--- src/rtl/rtc_cal_pkg.sv ---
package rtc_cal_pkg;
    localparam int FW    = 8;
    localparam int NF    = 7;
    localparam int SEL_W = 3;

    typedef logic [FW-1:0]         fld_t;
    typedef logic [NF-1:0][FW-1:0] fld_vec_t;

    typedef enum logic [SEL_W-1:0] {
        F_SEC = 3'd0, F_MIN = 3'd1, F_HOUR = 3'd2, F_DOW = 3'd3,
        F_DATE = 3'd4, F_MON = 3'd5, F_YEAR = 3'd6
    } fld_idx_e;

    typedef struct packed {
        logic [6:0] sec;
        logic [6:0] min;
        logic [4:0] hour;
        logic [2:0] dow;
        logic [4:0] date;
        logic [3:0] mon;
        logic [6:0] year;
    } tm_bin_t;

    localparam fld_vec_t RESET_VAL = {8'h00, 8'h01, 8'h01, 8'h01, 8'h00, 8'h00, 8'h00};

    function automatic logic [6:0] bcd_to_bin(input fld_t b);
        return 7'(b[7:4]) * 7'd10 + 7'(b[3:0]);
    endfunction

    function automatic fld_t bin_to_bcd(input logic [6:0] v);
        return {4'(v / 7'd10), 4'(v % 7'd10)};
    endfunction

    function automatic logic [4:0] month_len(input logic [3:0] mon, input logic [6:0] year);
        case (mon)
            4'd4, 4'd6, 4'd9, 4'd11: return 5'd30;
            4'd2:                    return (year[1:0] == 2'b00) ? 5'd29 : 5'd28;
            default:                 return 5'd31;
        endcase
    endfunction
endpackage

--- src/rtl/rtc_decode.sv ---
module rtc_decode
    import rtc_cal_pkg::*;
(
    input  fld_vec_t raw,
    input  logic     bin_mode,
    input  logic     hr24,
    output tm_bin_t  t
);
    logic [NF-1:0][6:0] val;

    for (genvar i = 0; i < NF; i++) begin : g_dec
        fld_t masked;
        if (i == int'(F_HOUR)) begin : g_hr
            assign masked = hr24 ? raw[i] : {1'b0, raw[i][6:0]};
        end else begin : g_oth
            assign masked = raw[i];
        end
        assign val[i] = bin_mode ? masked[6:0] : bcd_to_bin(masked);
    end

    logic [6:0] h12_base;
    logic [6:0] hour_full;
    always_comb begin
        h12_base  = (val[F_HOUR] == 7'd12) ? 7'd0 : val[F_HOUR];
        hour_full = hr24 ? val[F_HOUR] : (h12_base + (raw[F_HOUR][7] ? 7'd12 : 7'd0));
        t.sec  = val[F_SEC];
        t.min  = val[F_MIN];
        t.hour = 5'(hour_full);
        t.dow  = 3'(val[F_DOW]);
        t.date = 5'(val[F_DATE]);
        t.mon  = 4'(val[F_MON]);
        t.year = val[F_YEAR];
    end
endmodule

--- src/rtl/rtc_advance.sv ---
module rtc_advance
    import rtc_cal_pkg::*;
(
    input  tm_bin_t cur,
    output tm_bin_t nxt
);
    always_comb begin
        logic day_roll;
        nxt      = cur;
        day_roll = 1'b0;
        if (cur.sec == 7'd59) begin
            nxt.sec = 7'd0;
            if (cur.min == 7'd59) begin
                nxt.min = 7'd0;
                if (cur.hour == 5'd23) begin
                    nxt.hour = 5'd0;
                    day_roll = 1'b1;
                end else begin
                    nxt.hour = cur.hour + 5'd1;
                end
            end else begin
                nxt.min = cur.min + 7'd1;
            end
        end else begin
            nxt.sec = cur.sec + 7'd1;
        end

        if (day_roll) begin
            nxt.dow = (cur.dow == 3'd7) ? 3'd1 : cur.dow + 3'd1;
            if (cur.date >= month_len(cur.mon, cur.year)) begin
                nxt.date = 5'd1;
                if (cur.mon == 4'd12) begin
                    nxt.mon  = 4'd1;
                    nxt.year = (cur.year == 7'd99) ? 7'd0 : cur.year + 7'd1;
                end else begin
                    nxt.mon = cur.mon + 4'd1;
                end
            end else begin
                nxt.date = cur.date + 5'd1;
            end
        end
    end
endmodule

--- src/rtl/rtc_encode.sv ---
module rtc_encode
    import rtc_cal_pkg::*;
(
    input  tm_bin_t  t,
    input  logic     bin_mode,
    input  logic     hr24,
    output fld_vec_t enc
);
    logic [NF-1:0][6:0] val;
    logic               pm;

    always_comb begin
        pm          = (t.hour >= 5'd12);
        val[F_SEC]  = t.sec;
        val[F_MIN]  = t.min;
        if (hr24)
            val[F_HOUR] = 7'(t.hour);
        else if (t.hour == 5'd0 || t.hour == 5'd12)
            val[F_HOUR] = 7'd12;
        else if (pm)
            val[F_HOUR] = 7'(t.hour - 5'd12);
        else
            val[F_HOUR] = 7'(t.hour);
        val[F_DOW]  = 7'(t.dow);
        val[F_DATE] = 7'(t.date);
        val[F_MON]  = 7'(t.mon);
        val[F_YEAR] = t.year;
    end

    for (genvar i = 0; i < NF; i++) begin : g_enc
        fld_t code;
        assign code = bin_mode ? {1'b0, val[i]} : bin_to_bcd(val[i]);
        if (i == int'(F_HOUR)) begin : g_hr
            assign enc[i] = {code[7] | (!hr24 && pm), code[6:0]};
        end else begin : g_oth
            assign enc[i] = code;
        end
    end
endmodule

--- src/rtl/rtc_time_engine.sv ---
module rtc_time_engine
    import rtc_cal_pkg::*;
(
    input  logic       clk,
    input  logic       rst,
    input  logic       tick,
    input  logic       set_hold,
    input  logic       bin_mode,
    input  logic       hr24,
    input  logic       wr_en,
    input  logic [2:0] wr_sel,
    input  logic [7:0] wr_data,
    input  logic [2:0] rd_sel,
    output logic [7:0] rd_data,
    output logic       upd_done
);
    localparam logic [SEL_W-1:0] SEL_LIM = SEL_W'(NF);

    fld_vec_t fields_q;
    fld_vec_t fields_nx;
    tm_bin_t  cur_bin;
    tm_bin_t  nxt_bin;

    rtc_decode  u_dec (.raw(fields_q), .bin_mode(bin_mode), .hr24(hr24), .t(cur_bin));
    rtc_advance u_adv (.cur(cur_bin), .nxt(nxt_bin));
    rtc_encode  u_enc (.t(nxt_bin), .bin_mode(bin_mode), .hr24(hr24), .enc(fields_nx));

    always_ff @(posedge clk) begin
        if (rst) begin
            fields_q <= RESET_VAL;
            upd_done <= 1'b0;
        end else if (wr_en) begin
            if (wr_sel < SEL_LIM)
                fields_q[wr_sel] <= wr_data;
            upd_done <= 1'b0;
        end else if (tick && !set_hold) begin
            fields_q <= fields_nx;
            upd_done <= 1'b1;
        end else begin
            upd_done <= 1'b0;
        end
    end

    assign rd_data = (rd_sel < SEL_LIM) ? fields_q[rd_sel] : '0;
endmodule

--- config.mk ---
export PLATFORM = sky130hd
export DESIGN_NAME = rtc_time_engine
export DESIGN_NICKNAME = d
export VERILOG_FILES = /design/src/rtl/rtc_cal_pkg.sv /design/src/rtl/rtc_decode.sv /design/src/rtl/rtc_advance.sv /design/src/rtl/rtc_encode.sv /design/src/rtl/rtc_time_engine.sv
export SDC_FILE = /design/constraint.sdc
export NUM_CORES = 1
export LEC_CHECK = 0
export ABC_AREA = 1
export BUFFER_PORTS_ARGS = -buffer_cell sky130_fd_sc_hd__buf_2
export CAP_MARGIN = 0
export CORE_MARGIN = 2
export CORE_UTILIZATION = 45
export CTS_BUF_LIST = sky130_fd_sc_hd__clkbuf_8
export DETAILED_ROUTE_END_ITERATION = 12
export GPL_ROUTABILITY_DRIVEN = 0
export GPL_TIMING_DRIVEN = 0
export SLEW_MARGIN = 0
export SYNTH_ARGS = -nofsm -noshare
export SYNTH_HDL_FRONTEND = slang
export SYNTH_SLANG_ARGS = --single-unit
--- constraint.sdc ---
create_clock -name clk -period 6 [get_ports clk]
set_input_delay 0 -clock clk [delete_from_list [all_inputs] [get_ports clk]]
set_output_delay 0 -clock clk [all_outputs]
set_load 0.01 [all_outputs]
# == After elaboration in Yosys (flattened, before gate mapping) ==
# Index checks and enable logic that the tools add are counted.
# word_totals
regBits,57
inputBits,21
out_inout_bits,9
wordCells,128
# op_classes
addsub,16
multipliers,7
div,14
n_lt_le_gt_ge,7
n_eq_ne,14
n_mux,49
n_bitwise,1
n_reduce_logical,12
# ops
operator,n
two-way mux 56 bit,3
two-way mux 8 bit,11
two-way mux 7 bit,11
bitwise mux 56 bit,1
two-way mux 5 bit,7
adder 7 x 4 -> 7 bit,4
"divider 7 x 4 -> 7 bit, second input constant",4
"remainder unit 7 x 4 -> 7 bit, second input constant",4
binary-select mux 8 bit (select 3 bit),1
demux 8 bit (select 3 bit),1
"multiplier 4 x 3 -> 6 bit, second input constant",4
"adder 7 x 1 -> 7 bit, second input constant",3
two-way mux 19 bit,1
"equality test 7 x 6 -> 1 bit, second input constant",2
"equality test 4 bit, second input constant",3
two-way mux 12 bit,1
two-way mux 4 bit,3
two-way mux 11 bit,1
"adder 5 x 1 -> 5 bit, second input constant",2
one-hot mux 5 bit (2 select lines),1
"equality test 4 x 3 -> 1 bit, second input constant",2
"less-than comparator 3 x 4 -> 1 bit, second input constant",2
"divider 3 x 4 -> 7 bit, second input constant",1
"divider 4 x 4 -> 7 bit, second input constant",1
other kinds (37),46

# == Depth between registers and ports, before layout ==
# Gate-level depths: netlist of run 1.
# depth
ltp_word,21
ltp_mapped,44
ltp_nobuf,44

# == Hierarchy ==
# A second synthesis of run 1 with hierarchy kept.
# unflattened
hier_cells,1427
hier_area_um2,8396.8
# modules_own_cells
module,n_inst,cells_each,area_each_um2,seq_area_each_um2
rtc_time_engine,1,571,3569.7,1141.1
rtc_encode,1,351,1908.1,0.0
rtc_decode,1,272,1689.1,0.0
rtc_advance,1,233,1229.9,0.0

# == Least setup slack after synthesis of run 1 ==
# No wires, ideal clock.
# synth_timing
path_kind,register -> register
from,reg fields_q[23] (netlist bit)
to,reg fields_q[35] (netlist bit)
setup_ns,0.070
arrival_time_ns,5.542
required_time_ns,5.930
slack_ns,0.388
path_stages_with_launch,31
n_path_buf,0
period_less_slack_ns,5.612
path_cell_list,dfxtp_1 nand2_1 inv_1 ha_1 ha_1 fa_1 nand3_1 xnor2_1 a211oi_1 nor2_1 nor4_1 nor2_1 ha_1 fa_1 o21ai_2 nand3_1 nor2_8 a21oi_1 nor3_1 inv_1 ha_1 inv_1 ha_1 a21o_1 xor2_1 inv_1 ha_1 or2_2 o211ai_1 o211ai_1 a21oi_1
# synth_via
elab_chain_len,17
elab_cells_between_ends,18
classes_between,2 x add/sub; 1 x mul; 1 x div; 2 x eq/ne; 12 x mux
# synth_rtl
element,line,text
from (decl),rtc_time_engine.sv:19,fld_vec_t fields_q;
"from (signal, indexed assignment)",rtc_time_engine.sv:34,fields_q[wr_sel] <= wr_data;
from (signal assigned),rtc_time_engine.sv:37,fields_q <= fields_nx;
two-way mux 8 bit,rtc_decode.sv:14,"assign masked = hr24 ? raw[i] : {1'b0, raw[i][6:0]};"
multiplier 4 x 3 -> 6 bit,rtc_cal_pkg.sv:27,return 7'(b[7:4]) * 7'd10 + 7'(b[3:0]);
adder 7 x 4 -> 7 bit,rtc_cal_pkg.sv:27,
two-way mux 7 bit,rtc_decode.sv:18,assign val[i] = bin_mode ? masked[6:0] : bcd_to_bin(masked);
equality test 7 x 4 -> 1 bit,rtc_decode.sv:24,h12_base = (val[F_HOUR] == 7'd12) ? 7'd0 : val[F_HOUR];
two-way mux 5 bit,rtc_decode.sv:24,
adder 5 bit,rtc_decode.sv:25,hour_full = hr24 ? val[F_HOUR] : (h12_base + (raw[F_HOUR][7] ? 7'd12 : 7'd0));
two-way mux 5 bit (*),rtc_decode.sv:25,
equality test 5 bit (*),rtc_advance.sv:15,if (cur.hour == 5'd23) begin
two-way mux 1 bit (*),rtc_advance.sv:15,
two-way mux 1 bit (*),rtc_advance.sv:13,if (cur.min == 7'd59) begin
two-way mux 1 bit (*),rtc_advance.sv:11,if (cur.sec == 7'd59) begin
two-way mux 19 bit (*),rtc_advance.sv:28,if (day_roll) begin
remainder unit 5 x 4 -> 7 bit,rtc_cal_pkg.sv:31,"return {4'(v / 7'd10), 4'(v % 7'd10)};"
two-way mux 8 bit (*),rtc_encode.sv:32,"assign code = bin_mode ? {1'b0, val[i]} : bin_to_bcd(val[i]);"
two-way mux 56 bit (*),rtc_time_engine.sv:36,end else if (tick && !set_hold) begin
two-way mux 56 bit (*),rtc_time_engine.sv:32,end else if (wr_en) begin
# Mark *: on every way between the ends. The rest lies on a longest branch, timed or not. The select of a mux whose other input is x is not followed.
# A chain may end at the register's enable or synchronous reset.

# == Worst setup path in the final report of run 1 ==
# layout_timing
from,reg fields_q[23] (netlist bit)
to,reg fields_q[17] (netlist bit)
# layout_via
elab_chain_len,20
elab_cells_between_ends,26
classes_between,4 x add/sub; 1 x mul; 1 x div; 1 x order compare; 3 x eq/ne; 14 x mux; 2 x reduce/logical
# layout_rtl
element,line,text
two-way mux 8 bit,rtc_decode.sv:14,
multiplier 4 x 3 -> 6 bit,rtc_cal_pkg.sv:27,
adder 7 x 4 -> 7 bit,rtc_cal_pkg.sv:27,
two-way mux 7 bit,rtc_decode.sv:18,
equality test 7 x 4 -> 1 bit,rtc_decode.sv:24,
two-way mux 5 bit,rtc_decode.sv:24,
adder 5 bit,rtc_decode.sv:25,
two-way mux 5 bit (*),rtc_decode.sv:25,
[4 not listed],n/a,
"subtractor 5 x 4 -> 6 bit, or another cell as far along",rtc_encode.sv:21,val[F_HOUR] = 7'(t.hour - 5'd12);
two-way mux 7 bit / logical OR 1 bit (equally long branches),"rtc_encode.sv:20, rtc_encode.sv:18",
two-way mux 7 bit,rtc_encode.sv:18,else if (t.hour == 5'd0 || t.hour == 5'd12)
two-way mux 7 bit (*),rtc_encode.sv:16,if (hr24)
remainder unit 7 x 4 -> 7 bit,rtc_cal_pkg.sv:31,
two-way mux 8 bit (*),rtc_encode.sv:32,
two-way mux 56 bit (*),rtc_time_engine.sv:36,
two-way mux 56 bit (*),rtc_time_engine.sv:32,
# Marked as above.

==> run summary, run 1 <==
### Floorplanning
- initial core utilization: 46.3%
- area enclosed by the die boundary: 18200 um2
- Die Y-Extent: 135 um
- overall die width: 135 um
- FP Rows: 47
- top-level I/O count: 30
- core area: 16600 um2

### STA
- Worst Tran Pin Value: 1.25 ns
- final critical-path setup slack: -0.0130 ns
- Tcrit/Tclk final: 100%
- worst clock skew on the final layout: 0.0106 ns
- clock period minus worst slack: 6.01 ns
- Post-Route Setup TNS: -0.0130 ns
- worst max-slew margin expressed relative to the limit: 15.7%
- unrepaired setup endpoints after global routing: true
- max-slew violations: 0
- number of setup violations in the final report: 1
- FMAX: 166 MHz
- final count of hold timing violations: 0

### Route
- number of nets with antenna violations after routing: 0
- Detailed Route WL: 27.7 mm
- first-pass detailed-route iteration total: 6
- total via count in the routed design: 8706
- Vias/cell: 5.65
- routed wirelength normalized by instance count: 18.0 um
- post-detailed-route DRC marker count: 0
- Initial DRC Count: 852

### Setup path
- type of element capturing the critical path: flop
- depth of the worst register-to-register path: 38
- Worst Setup EP: fields_q[17]
- reg-to-reg setup timing slack: -0.01 ns
- cell type with the highest occurrence count on the critical path: nand2_1
- WP data arrival: 6.29 ns
- r2r endpoint: fields_q[17]
- beginning of the worst register-to-register path: fields_q[23]
- slowest CP cell: fa_1
- launch point of the worst path: fields_q[23]
- data required time at the worst endpoint: 6.27 ns
- critical path class: flop to flop
- delay of the slowest cell on the worst path: 0.55 ns
- sort of element at the start of the critical path: flop
- top fanout value on the critical path: 5

### Cells and area
- FF/Latch Area: 1150 um2
- final instance count without filler cells: 1542
- antenna fix cells: 0
- layout cell share with drive strength beyond 1: 20.3%
- utilization after layout: 55.0%
- multi-input gate area in the final layout: 6100 um2
- number of inserted filler cells in the final layout: 1719
- post-synthesis to final-layout area growth: 18.7%
- Net count, final: 1413

### Run
- count of max-cap constraint violations: 0

### Clocking
- clock latency reported for the late side of the worst-skew pair: 0.35 ns
- TritonCTS Buffers: 9
- Clock transition at path regs: 0.07 ns
- CTS sink cnt: 57
- CTS H-Tree Depth: 3
- cell chosen for the clock root: clkbuf_8
- largest buffer count on any clock path: 2
- CTS tree: done

### Synthesis
- Post-Synth Simple-Gate Area: 34.2%
- portion of the post-synthesis area used by sequential elements: 14.8%
- synthesized area per cell: 6.25 um2
- combinational family with the most area after synthesis: simple AND/OR/NAND/NOR gates
- summed instance area of the synthesized netlist: 7710 um2
- count of different cell masters after synthesis: 60
- number of instances in the synthesized netlist: 1234
- post-synthesis adder-cell area fraction: 13.2%
- Post-synth EDFFs: 0
- mux share of post-synthesis cell area: 0%
- synthesized-area fraction occupied by xor and xnor cells: 2.69%
- Synth Area in Compound Gates: 23.6%
- post-synth net total: 1330
- post-synthesis register bit count: 57
- synthesis warning total: 0
- share of flip-flops with an asynchronous set or reset: 0%
- Top FF cell, synth: dfxtp_1

### Run status
- status: finished with violations
- violated checks: negative setup slack

### Min path
- worst min-delay path category: input pin to flop

### Power
- static leakage: 4.45 nW
- worst supply voltage drop on vdd: 0.130 mV
- power density over the cells: 191 nW/um2

### Place
- Port Buffers: 26
- cell count after placement: 1480
- estimated wirelength of the detail-placed design: 20.8 mm

### GRT
- wire length of the first global-routing pass: 41.8 mm
- initial antenna violation count: 0
- pin count of the biggest net entering global routing: 11
- number of global-route vias before repair: 7761
- GR Overflow Total: 0
- GRT Util Overall: 29.4%

worst min path at each step:
| stage | endpoint | startpoint | cells past startpoint | slack, ns |
|---|---|---|---|---|
| after detailed placement | fields_q[45] | wr_data[5] | 3 | 0.32 |
| after floorplan | fields_q[45] | wr_data[5] | 2 | 0.17 |
| after global routing | fields_q[26] | wr_data[2] | 3 | 0.15 |
| final | fields_q[26] | wr_data[2] | 3 | 0.08 |
| after global placement | fields_q[45] | wr_data[5] | 3 | 0.31 |
| after CTS | fields_q[26] | wr_data[2] | 3 | 0.08 |
layout by cell type (no fill, tap or decap), types with 8 or more instances in the layout:
cell      instances
a21oi_1          82
a21oi_2           8
a221oi_1         16
a31oi_1          16
buf_2            30
buf_4            36
buf_6            12
clkbuf_1         19
clkbuf_8         12
dfxtp_1          53
fa_1             11
ha_1             52
ha_4              8
inv_1           161
inv_2            21
nand2_1         294
nand2_2          37
nand2_4          11
nand3_1          73
nand3_2          15
nand3b_1          8
nand4_1          13
nor2_1           63
o211ai_1         12
o21ai_0          92
o21ai_1          16
o21ai_2          11
or2_2             8
xor2_1           10
final cells by class:
type	instances	share of cell area, %
Buffer	34	2.15
Clock buffer	12	1.80
Clock inverter	4	0.465
Inverter	186	7.68
Multi-Input combinational cell	957	66.6
Sequential cell	57	12.5
Tap cell	220	3.01
Timing Repair Buffer	72	5.75
stage by stage:
| stage | setup WS, ns | hold WS, ns | power, mW | area, um2 |
|---|---|---|---|---|
| after floorplan | 0.388 | 0.166 | 1.02 | 7710 |
| after global placement | -0.605 | 0.311 | 1.20 | 8120 |
| after detailed placement | -0.641 | 0.315 | 1.21 | 8120 |
| after CTS | 0.00649 | 0.0756 | 1.60 | 8480 |
| after global routing | -0.370 | 0.151 | 1.88 | 9150 |
| final | -0.0130 | 0.0768 | 1.75 | 9150 |
timing repair:
action                                  in CTS  in global routing
endpoints found under the setup margin      16                 16
gates resized for setup                     11                 99
setup buffers                                9                 34
hold buffers                                 3                  0
hold endpoints to repair                     3                  0
pin swaps                                    6                 57
flip-flops by register name, summed over array words and instances (netlist names):
| name | count |
|---|---|
| fields_q | 56 |
| upd_done | 1 |
synthesized netlist by cell type, types with 5 or more instances:
library cell  count  area, um2
nand3_1          80        400
o21ai_0          94        470
or2_2             8       50.1
nand2_1         316       1190
buf_2             5       25.0
nand3_2          11        110
o211ai_1         12       90.1
xor2_1           12        105
a31oi_1          16        100
nor3_1           10       50.1
nand3b_1          8       60.1
inv_2            14       52.6
o21ai_1          16       80.1
a32oi_1           5       43.8
o221ai_1          6       52.6
a21oi_1          84        420
nand2_2          22        138
nand4_1          13       81.3
buf_6             7       78.8
nor2_1           65        244
dfxtp_1          57       1140
o21ai_2           9       78.8
a21oi_2           9       78.8
ha_1             64        801
fa_1             11        220
inv_1           168        631
nor2_4            6       67.6
xnor2_1           9       78.8
clkbuf_1         19       71.3
a221oi_1         18        158
critical path, delay by kind of cell (launching register included):
family | cells | cell delay [ns]
adders and majority gates | 8 | 2.14
xor gates and xnor gates | 3 | 0.48
AOI/OAI and AO/OA | 4 | 0.58
buffers and inverters | 6 | 0.52
and+or+nand+nor | 17 | 1.81
DFF | 1 | 0.37
cell families after synthesis:
logic type	after synthesis
adder cells (fa/ha/maj)	75
XOR/XNOR	22
AND/OR/NAND/NOR	563
buffers and inverters	220
AO/OA/AOI/OAI	297
flip-flops	57
report_power, final:
part           switching [mW]  internal, mW  total [mW]
Sequential             0.0370         0.402       0.439
Clock                   0.167         0.222       0.389
Combinational           0.581         0.343       0.924
routing by layer:
metal | vias to the layer above | track usage [%] | wire length (um) | part of all wire (%)
met4 | 0 | 12.7 | 1240 | 4.5
li1 | 4287 | - | - | -
met5 | - | 0 | 0 | 0
met1 | 4014 | 39.8 | 12000 | 43
met2 | 323 | 47.8 | 12700 | 46
met3 | 82 | 2.85 | 1830 | 6.6
(Power assumes the default switching activity.)
==> inputs of run 2 (changes only) <==
- ABC_AREA: 1 -> 0
- CORE_UTILIZATION: 45 -> 50
- CTS_CLUSTER_DIAMETER: default -> 150
- PLACE_DENSITY: default -> 0.69
==> run summary, run 2 <==
### Synthesis
- summed instance area of the synthesized netlist: 8150 um2, +5.7%
- synthesis warning total: 0, unchanged
- top cell types by occurrence after synthesis: nor2_1, nand2_1, a21oi_1
- post-synth net total: 1153, -13%
- number of instances in the synthesized netlist: 1057, -14%
- most instantiated library cell after synthesis: nor2_1
- synthesized area per cell: 7.71 um2, +23%
- Top FF cell, synth: dfxtp_1
- library cell occupying the most area in the post-synthesis netlist: dfxtp_1
- post-synthesis register bit count: 57, unchanged
- portion of the post-synthesis area used by sequential elements: 14.0%, -0.80 points
- Post-synth EDFFs: 0, unchanged
- count of different cell masters after synthesis: 100, +67%
- post-synth top area share: 14.0%, -1.4 points
- share of flip-flops with an asynchronous set or reset: 0%, unchanged
- main area contributors after synthesis: dfxtp_1, ha_1, nor2_1, a21oi_1, nand2_1

### Floorplanning
- overall die width: 132 um, -2.4%
- initial core utilization: 51.3%, +5.0 points
- FP Rows: 46, -2.1%
- top-level I/O count: 30, unchanged
- area enclosed by the die boundary: 17300 um2, -4.7%
- Die Y-Extent: 132 um, -2.4%
- core area: 15900 um2, -4.5%

### Min path
- Worst Hold Launch: wr_data[5]
- worst min-delay path category: input pin to flop

### STA
- worst clock skew on the final layout: 0.0108 ns, +0.000162 ns
- worst max-slew margin expressed relative to the limit: 18.1%, +2.4 points
- Worst Tran Pin Value: 1.22 ns, -0.0367 ns
- max-slew violations: 0, unchanged
- number of setup violations in the final report: 15, +14
- FMAX: 148 MHz, -11%
- unrepaired setup endpoints after global routing: true
- Tcrit/Tclk final: 112%, +12 points
- Post-Route Setup TNS: -7.51 ns, -7.50 ns
- final critical-path setup slack: -0.738 ns, -0.725 ns
- clock period minus worst slack: 6.74 ns, +0.725 ns
- final count of hold timing violations: 0, unchanged

### Power
- static leakage: 4.25 nW, -4.5%
- total power of the final layout: 2.02 mW, +15%
- power density over the cells: 192 nW/um2, +0.18%
- worst supply voltage drop on vdd: 0.107 mV, -18%

### GRT
- GRT Util Overall: 33.9%, +4.4 points
- GR Overflow Total: 0, unchanged
- number of global-route vias before repair: 8617, +11%
- pin count of the biggest net entering global routing: 11, unchanged
- initial antenna violation count: 1, +1
- wire length of the first global-routing pass: 47.1 mm, +13%

### Place
- Port Buffers: 23, -12%
- estimated wirelength of the detail-placed design: 21.3 mm, +2.5%
- area after detailed placement: 8660 um2, +6.7%
- post-placement worst setup slack: -2.49 ns, -1.85 ns

### Route
- number of nets with antenna violations after routing: 0, unchanged
- post-detailed-route DRC marker count: 0, unchanged
- Vias/cell: 6.73, +19%
- Detailed Route WL: 31.4 mm, +13%
- routed wirelength normalized by instance count: 22.3 um, +24%
- total via count in the routed design: 9468, +8.8%
- first-pass detailed-route iteration total: 7, +1
- Initial DRC Count: 1160, +36%

### Setup path
- sort of element at the start of the critical path: flop
- data required time at the worst endpoint: 6.20 ns, -0.07 ns
- launch point of the worst path: fields_q[23]
- critical path class: flop to flop
- reg-to-reg setup timing slack: -0.74 ns, -0.73 ns
- beginning of the worst register-to-register path: fields_q[23]
- delay of the slowest cell on the worst path: 0.58 ns, +0.03 ns
- type of element capturing the critical path: flop
- top fanout value on the critical path: 6, +1
- WP data arrival: 6.94 ns, +0.65 ns
- slowest CP cell: or4_4

### Clocking
- CTS H-Tree Depth: 3, unchanged
- largest buffer count on any clock path: 2, unchanged
- TritonCTS Buffers: 9, unchanged
- Clock transition at path regs: 0.07 ns, about the same
- clock latency reported for the late side of the worst-skew pair: 0.35 ns, about the same
- CTS sink cnt: 57, unchanged
- cell chosen for the clock root: clkbuf_8
- CTS tree: done

### Cells and area
- layout cell share with drive strength beyond 1: 30.3%, +10 points
- Net count, final: 1282, -9.3%
- post-synthesis to final-layout area growth: 29.3%
- area of all placed cells without fillers: 10500 um2, +15%
- number of inserted filler cells in the final layout: 1314, -24%
- max FFs per register: 56, unchanged
- most common library cell in the layout ignoring fill and taps: nor2_1
- registers with the most flip-flops: fields_q (56), upd_done (1)
- leading cell types in the layout, fill and taps excluded: nor2_1, buf_4, nand2_1, a21oi_1, dfxtp_1
- Biggest register: fields_q

### Run
- count of max-cap constraint violations: 0, unchanged

### Run status
- violated checks: negative setup slack
- status: finished with violations

==> run 2: cell count changes in the layout (fill, tap and decap cells not counted), moves of 24 or more <==
| cell | before | now |
|---|---|---|
| nand2_1 | 294 | 86 |
| inv_1 | 161 | 37 |
| buf_4 | 36 | 86 |
| o21ai_0 | 92 | 43 |
| nand3_1 | 73 | 30 |
| nor2_1 | 63 | 101 |
| nand2_2 | 37 | 4 |
| mux2i_1 | 0 | 30 |
| a21oi_1 | 82 | 58 |
==> run 2: area by class of cell <==
cell class | instances | area, um2 | share of cell area, %
flip-flops and latches | 57 | 1170 | 11.1
inverters | 43 | 161 | 1.53
repair buffers | 120 | 898 | 8.53
diodes | 1 | 2.50 | 0.0237
clock buffers | 10 | 138 | 1.31
clock inverters | 5 | 56.3 | 0.534
plain buffers | 51 | 289 | 2.74
multi-input cells | 904 | 7550 | 71.7
well taps | 216 | 270 | 2.56
==> run 2: path summary, 6_finish.rpt <==
path | end | depth (start not counted)
worst max-delay path | fields_q[51] | 30
worst min register to register | fields_q[47] | 2
worst max register to register | fields_q[51] | 30
worst min-delay path | fields_q[29] | 3
==> run 2: stage by stage <==
stage / std cells / hold slack [ns] / util, %
5_1_grt: 1407 / 0.0372 / 66.3
6_report: 1407 / 0.0248 / 66.3
4_1_cts: 1370 / 0.0159 / 61.3
2_1_floorplan: 1057 / 0.136 / -
3_5_place_dp: 1296 / 0.325 / 54.5
3_3_place_gp: 1296 / 0.317 / 54.5
==> run 2: where the power goes <==
part	switching (mW)	total (mW)	internal (mW)	leakage [nW]
Sequential	0.0479	0.449	0.401	0.472
Clock	0.172	0.372	0.200	0.0981
Combinational	0.676	1.20	0.524	3.68
==> run 2: repair_timing <==
action | 4_1_cts | 5_1_grt
hold buffers | 2 | 0
setup endpoints to repair | 38 | 30
pin swaps | 40 | 57
resized for setup | 92 | 107
setup buffers | 60 | 36
endpoints found under the hold margin | 3 | 0
==> run 2: cells by family after synthesis <==
logic type                 synth area share [%]
adders and majority gates                  12.5
and+or+nand+nor                            24.9
muxes                                      9.98
DFF                                        14.0
buffers and inverters                      4.82
AOI/OAI and AO/OA                          29.1
xor gates and xnor gates                   4.62
==> run 2: worst max-delay path: cells and delay by family, from the launching register on <==
kind            cells  cell delay (ns)
xor+xnor            1             0.15
simple gates        9             2.07
mux                 4             1.05
fa+ha+maj           6             1.62
flops               1             0.37
buf+inv             2             0.21
compound gates      8             1.12
==> run 2: per-layer routing <==
metal,vias up,wire [um],GRT usage (%)
met5,-,0,0
met4,0,1480,14.3
met3,136,3550,6.21
met2,587,13800,52.3
met1,4467,12600,46.3
li1,4278,-,-
==> inputs of run 3 (changes only) <==
- PLACE_DENSITY: 0.69 -> 0.67
- clock period: 6 -> 8.22 ns (I/O delays scaled with it)
==> run summary, run 3 (synthesis gave the netlist of run 2 again) <==
### Cells and area
- most common library cell in the layout ignoring fill and taps: nor2_1
- layout cell share with drive strength beyond 1: 12.4%, -18 points
- max FFs per register: 56, unchanged
- Biggest register: fields_q
- antenna fix cells: 0, -1
- registers with the most flip-flops: fields_q (56), upd_done (1)
- leading cell types in the layout, fill and taps excluded: nor2_1, nand2_1, a21oi_1, ha_1, dfxtp_1
- post-synthesis to final-layout area growth: 8.03%
- Net count, final: 1192, -7.0%

### GRT
- pin count of the biggest net entering global routing: 11, unchanged
- number of global-route vias before repair: 7765, -9.9%
- initial antenna violation count: 0, -1
- GRT Util Overall: 31.5%, -2.4 points
- GR Overflow Total: 0, unchanged
- wire length of the first global-routing pass: 43.3 mm, -8.0%

### Min path
- Hold Crit Depth: 3, unchanged
- worst min-delay path category: input pin to flop
- end point of the most critical hold path: fields_q[42]
- Worst Hold Launch: wr_data[2]

### Clocking
- cell chosen for the clock root: clkbuf_8
- clock latency reported for the late side of the worst-skew pair: 0.36 ns, about the same
- largest buffer count on any clock path: 2, unchanged
- CTS H-Tree Depth: 3, unchanged
- Clock transition at path regs: 0.08 ns, about the same
- CTS tree: done
- TritonCTS Buffers: 9, unchanged
- CTS sink cnt: 57, unchanged

### STA
- FMAX: 131 MHz
- final count of hold timing violations: 0, unchanged
- unrepaired setup endpoints after global routing: true
- number of setup violations in the final report: 0, -15
- Worst Tran Pin Value: 1.09 ns, -0.124 ns
- max-slew violations: 0, unchanged
- worst hold slack: 0.0129 ns, -0.0119 ns
- Tcrit/Tclk final: 93.2%
- clock period minus worst slack: 7.66 ns
- worst clock skew on the final layout: 0.0138 ns, +0.00304 ns
- worst max-slew margin expressed relative to the limit: 26.7%, +8.6 points

### Setup path
- delay of the slowest cell on the worst path: 0.54 ns, -0.04 ns
- slowest CP cell: clkbuf_1
- depth of the worst register-to-register path: 35, +17%
- beginning of the worst register-to-register path: fields_q[23]
- reg-to-reg setup timing slack: 0.58 ns, +1.32 ns
- WP data arrival: 7.93 ns, +0.99 ns
- data required time at the worst endpoint: 8.48 ns, +2.28 ns
- top fanout value on the critical path: 19, +13
- critical path class: input pin to flop
- sort of element at the start of the critical path: input pin
- type of element capturing the critical path: flop
- r2r endpoint: fields_q[34]

### Power
- total power of the final layout: 1.21 mW, -40%
- static leakage: 3.58 nW, -16%
- power density over the cells: 137 nW/um2, -28%
- worst supply voltage drop on vdd: 0.0739 mV, -31%

### Route
- number of nets with antenna violations after routing: 0, unchanged
- routed wirelength normalized by instance count: 21.1 um, -5.4%
- Initial DRC Count: 968, -17%
- total via count in the routed design: 8767, -7.4%
- first-pass detailed-route iteration total: 6, -1
- post-detailed-route DRC marker count: 0, unchanged
- Detailed Route WL: 27.8 mm, -11%
- Vias/cell: 6.66, -1.1%

### Floorplanning
- FP Rows: 46, unchanged
- initial core utilization: 51.3%, unchanged
- Die Y-Extent: 132 um, unchanged
- core area: 15900 um2, unchanged
- overall die width: 132 um, unchanged
- top-level I/O count: 30, unchanged
- area enclosed by the die boundary: 17300 um2, unchanged

### Place
- Port Buffers: 23, unchanged
- estimated wirelength of the detail-placed design: 21.4 mm, +0.48%

### Run status
- status: finished clean

### Run
- count of max-cap constraint violations: 0, unchanged

==> run 3: final cells by class <==
cell class	count	area (um2)
timing repair buffer	29	175
buffer	52	233
clock inverter	7	38.8
tap	216	270
multi-input combinational	904	6660
sequential	57	1140
fill	1589	7080
clock buffer	9	124
inverter	43	161
==> run 3: layer usage <==
metal | up-vias | track usage (%) | wire length (um)
met5 | - | 0 | 0
met1 | 4183 | 45.5 | 12300
met3 | 44 | 5.36 | 2780
met2 | 441 | 49.2 | 12100
met4 | 0 | 6.04 | 555
li1 | 4099 | - | -
==> run 3: repair_timing <==
action                     in CTS  in global routing
setup endpoints to repair       2                 20
hold buffers                    6                  0
buffers inserted                0                  0
gates resized for setup         1                  9
hold endpoints to repair        9                  0
==> run 3: critical path: cells and delay by family <==
family,cells,cell delay [ns]
buffers and inverters,10,2.85
AO/OA/AOI/OAI,8,2.05
AND/OR/NAND/NOR,7,1.61
adder cells (fa/ha/maj),3,0.83
XOR/XNOR,2,0.29
multiplexers,1,0.25
==> run 3: worst max-delay path by stage <==
stage / start / endpoint
finish: bin_mode / fields_q[9]
global route: fields_q[23] / fields_q[34]
CTS: bin_mode / fields_q[51]
detailed placement: bin_mode / fields_q[51]
global placement: bin_mode / fields_q[51]
floorplan: fields_q[23] / fields_q[33]
==> run 3: power breakdown <==
part | switching, mW | leakage (nW) | total (mW) | internal [mW]
combinational | 0.394 | 3.03 | 0.645 | 0.252
sequential | 0.0349 | 0.466 | 0.328 | 0.293
clock | 0.130 | 0.0860 | 0.236 | 0.106
==> run 3: metrics by stage <==
stage,area [um2],worst slack [ns],utilization [%],std cells,setup TNS (ns)
6_report,8810,0.559,55.4,1317,0
5_1_grt,8810,-0.0286,55.4,1317,-0.0286
4_1_cts,8760,0.0328,55.2,1318,0
3_5_place_dp,8540,-0.512,53.7,1296,-3.96
3_3_place_gp,8540,-0.552,53.7,1296,-3.45
2_1_floorplan,8150,1.49,-,1057,0
